**src/rtl/lpd_pkg.sv**
```systemverilog
`timescale 1ns/1ps
package lpd_pkg;
    localparam int LPD_CODE_W = 13;

    typedef enum logic [1:0] {
        PD_IDLE = 2'd0,
        PD_UP   = 2'd1,
        PD_DOWN = 2'd2
    } pd_state_t;
endpackage

```
**src/rtl/lpd_divider.sv**
```systemverilog
`timescale 1ns/1ps
// Programmable down-counter: one tc pulse per (code + 1) input edges.
module lpd_divider #(
    parameter int W = 13
) (
    input  logic         clk,
    input  logic         rst_n,
    input  logic         edge_in,
    input  logic [W-1:0] code,
    output logic         tc
);
    localparam logic [W-1:0] TERMINAL = '0;

    logic [W-1:0] cnt_q;

    always_ff @(posedge clk or negedge rst_n) begin
        if (!rst_n) begin
            cnt_q <= TERMINAL;
            tc    <= 1'b0;
        end else begin
            tc <= 1'b0;
            if (edge_in) begin
                if (cnt_q == TERMINAL) begin
                    cnt_q <= code;          // new code accepted only here
                    tc    <= 1'b1;
                end else begin
                    cnt_q <= cnt_q - 1'b1;
                end
            end
        end
    end
endmodule

```
**src/rtl/lpd_pfd.sv**
```systemverilog
`timescale 1ns/1ps
// Three-state phase-frequency detector.
module lpd_pfd
    import lpd_pkg::*;
(
    input  logic clk,
    input  logic rst_n,
    input  logic enable,
    input  logic ref_ev,
    input  logic div_ev,
    output logic up,
    output logic dn
);
    pd_state_t state_q, state_d;

    always_ff @(posedge clk or negedge rst_n) begin
        if (!rst_n) state_q <= PD_IDLE;
        else        state_q <= state_d;
    end

    always_comb begin
        state_d = state_q;
        if (!enable) begin
            state_d = PD_IDLE;
        end else begin
            unique case (state_q)
                PD_IDLE: begin
                    if (ref_ev && !div_ev)      state_d = PD_UP;
                    else if (div_ev && !ref_ev) state_d = PD_DOWN;
                    else                        state_d = PD_IDLE;
                end
                PD_UP:   if (div_ev) state_d = PD_IDLE;
                PD_DOWN: if (ref_ev) state_d = PD_IDLE;
                default: state_d = PD_IDLE;
            endcase
        end
    end

    always_comb begin
        up = enable && (state_q == PD_UP);
        dn = enable && (state_q == PD_DOWN);
    end
endmodule

```
**src/rtl/loop_div_pfd.sv**
```systemverilog
`timescale 1ns/1ps
module loop_div_pfd
    import lpd_pkg::*;
#(
    parameter int DIV_W = LPD_CODE_W
) (
    input  logic             clk,
    input  logic             rst_n,
    input  logic             am_edge,
    input  logic             fm_edge,
    input  logic             band_fm,
    input  logic [DIV_W-1:0] div_code,
    input  logic             ref_strobe,
    input  logic             pump_en,
    output logic             pump_up,
    output logic             pump_down,
    output logic             pump_hiz
);
    logic osc_sel;
    logic div_tc;
    logic ref_q;

    assign osc_sel = band_fm ? fm_edge : am_edge;

    // Reference takes one register so both detector inputs have equal latency.
    always_ff @(posedge clk or negedge rst_n) begin
        if (!rst_n) ref_q <= 1'b0;
        else        ref_q <= ref_strobe;
    end

    lpd_divider #(.W(DIV_W)) u_div (
        .clk     (clk),
        .rst_n   (rst_n),
        .edge_in (osc_sel),
        .code    (div_code),
        .tc      (div_tc)
    );

    lpd_pfd u_pfd (
        .clk    (clk),
        .rst_n  (rst_n),
        .enable (pump_en),
        .ref_ev (ref_q),
        .div_ev (div_tc),
        .up     (pump_up),
        .dn     (pump_down)
    );

    assign pump_hiz = !pump_en;
endmodule

```
**config.mk**
```make
export PLATFORM = sky130hd
export DESIGN_NAME = loop_div_pfd
export DESIGN_NICKNAME = d
export VERILOG_FILES = /design/src/rtl/lpd_pkg.sv /design/src/rtl/lpd_divider.sv /design/src/rtl/lpd_pfd.sv /design/src/rtl/loop_div_pfd.sv
export SDC_FILE = /design/constraint.sdc
export NUM_CORES = 1
export LEC_CHECK = 0
export BUFFER_PORTS_ARGS = -buffer_cell sky130_fd_sc_hd__clkbuf_2
export CORE_ASPECT_RATIO = 0.5
export CORE_MARGIN = 1.5
export CORE_UTILIZATION = 25
export CTS_CLUSTER_SIZE = 16
export DETAILED_ROUTE_END_ITERATION = 10
export SLEW_MARGIN = 5
export SYNTH_ARGS = -nofsm -noshare
export SYNTH_HDL_FRONTEND = slang
export SYNTH_SLANG_ARGS = --single-unit
export TNS_END_PERCENT = 1
```
**constraint.sdc**
```tcl
create_clock -name clk -period 3.1 [get_ports clk]
set_input_delay 0.465 -clock clk [delete_from_list [all_inputs] [get_ports clk]]
set_output_delay 0.465 -clock clk [all_outputs]
set_load 0.05 [all_outputs]
```
==> metrics.cfg <==
[drt]
wl_met1_um = 1100
wire_per_inst_um = 12.4
met3RoutedLength_um = 78
top_layer = met4
met2_length_um = 1000
drtAntennaViolNets = 0
drt_pass1_iterations = 4
vias = 859
wirelength_um = 2200
drtIter0Drc = 69
vias_per_cell = 4.85
drc = 0

[finish]
nNetsFinal = 149
n_antenna_cell = 0
drive_gt1_share_pct = 25.4
final_util_pct = 33.0
area_growth_pct = 20.3

[die]
start_util_pct = 27.4
io_pins = 23
coreArea_um2 = 3600
fp.dieArea_um2 = 4360
dieWidth_um = 91.9
rows = 15
die_h_um = 47.5

[timing]
hold_viol_final = 0
final_max_slew_viol_count = 0
max-slew-margin-rel_pct = 38.6
setup_tns_ns = 0
fin_crit_ns = 2.09
rsz0062_at_grt = false
setup_viol = 0
skew_ns = 0.00260
tightest_slew_ns = 0.895
max_freq_mhz = 478
fin_crit_sh_pct = 67.5
setup_slack_ns = 1.01
hold_ws_ns = 0.147

[synth]
synth-main-ff-cell = dfrtp_1
synthesis.nets = 125
syn_area_um2 = 988
avgSynthCellArea_um2 = 9.60
synth_top_cells_by_count = dfrtp_1, inv_1, nor2_1
synth_area_leader_cell = dfrtp_1
synth_most_common_cell = dfrtp_1
yosysTopAreaCellShare_pct = 43.0
synth_cells = 103
ys_seq_elements = 17
ys_top_cells_by_area = dfrtp_1, mux2i_1, inv_1
async_flop_share_pct = 100
synth_edf_count = 0
ys_types = 31
ys_seq_area_share_pct = 43.0
yosysWarnings = 0

[clocking]
cts_max_level = 1
ctsResizeCount = 0
ctsHoldBuffers = 0
cts_tree = yes
path_clk_slew_ns = 0.06
post_cts_buffers = 0
numClockSinks = 17
clock_path_buffers = 2
cts-root-buf = clkbuf_8
tritoncts.num_buffers = 3
clk_latency_ns = 0.25

[global_routing]
track_usage_pct = 11.6
grt_max_degree = 18
antenna_found_initial = 0
first_global_vias = 855
overflow = 0
grt_pass1_wl_um = 3880

[setup_path]
required_ns = 3.19
start_kind = register
critPathKind = reg2reg
critPathLaunch = u_div.cnt_q[2]
r2r_cells = 4
regToRegStartpoint = u_div.cnt_q[2]
crit_fanout = 12
r2r-end = u_div.cnt_q[2]
crit_arrival_ns = 2.19
rrSetupSlack_ns = 1.01
cp-end-kind = register

[power]
ir_drop_uv = 156
pwr_density_cell_nw_per_um2 = 619
leakagePower_nw = 0.555

[job]
drv_cap = 0

[outcome]
outcome = finished, final reports clean

[min_path]
hold_class = in2async

[place]
gp_congestion = 0.809
io_buffers = 22
hpwl_um = 1690
preCtsSetupSlack_ns = 1.02

## area by class of cell
cell class	count	area [um2]
Multi-Input combinational cell	73	507
Tap cell	51	63.8
Clock buffer	4	45.0
Inverter	10	37.5
Sequential cell	17	425
Fill cell	393	2410
Timing Repair Buffer	22	110
## logic make-up (layout without fill, tap and decap cells)
group,Yosys count,in the layout,synth area share [%]
flip-flops,17,17,43.0
AO/OA/AOI/OAI,30,30,20.0
buffers and inverters,13,36,5.70
multiplexers,8,8,8.35
adder cells (fa/ha/maj),2,2,2.53
AND/OR/NAND/NOR,33,33,20.4
## report_power, final
group | switching (W) | total (W) | internal, W
clock | 0.0000736 | 0.000165 | 0.0000912
combinational | 0.000113 | 0.000211 | 0.0000982
sequential | 0.0000762 | 0.000360 | 0.000284
total | 0.000262 | 0.000735 | 0.000473
## layer usage
layer	vias to the layer above	track usage [%]
li1	433	-
met1	410	14.9
met2	14	19.4
met3	2	3.49
met4	0	4.00
met5	-	0
## cells in the final DEF (no fill, tap or decap), drive strengths merged, types with 3 or more instances in the layout
cell	count
inv	10
a22oi	4
nand2	4
nor4	5
o21ai	12
nor3	3
clkbuf	26
dfrtp	17
nor2	8
o2bb2ai	4
mux2i	6
or4	6
## registers in the layout (all words and copies together), names as in the netlist
register and flops:
u_div.cnt_q 13, u_pfd.state_q 2, ref_q 1, u_div.tc 1
## worst max-delay path, stage by stage (launching register included)
cell     delay (ns)
dfrtp_1        0.44
or4_4          0.52
or4_4          0.65
mux2i_1        0.22
o21ai_1        0.10
## stage by stage
step,std cells,instance area (um2),total power (W)
2_1_floorplan,103,988,0.000505
3_3_place_gp,173,1140,0.000565
3_5_place_dp,173,1140,0.000574
4_1_cts,177,1190,0.000739
5_1_grt,177,1190,0.000796
6_report,177,1190,0.000735
## how the worst max path moves through the flow
stage               cells past startpoint               to
floorplan                               2          pump_up
detailed placement                      4   u_div.cnt_q[2]
global route                            6  u_div.cnt_q[10]
finish                                  4   u_div.cnt_q[2]
global placement                        4   u_div.cnt_q[8]
CTS                                     4   u_div.cnt_q[2]
No activity file was read; power rests on OpenSTA's default activity.
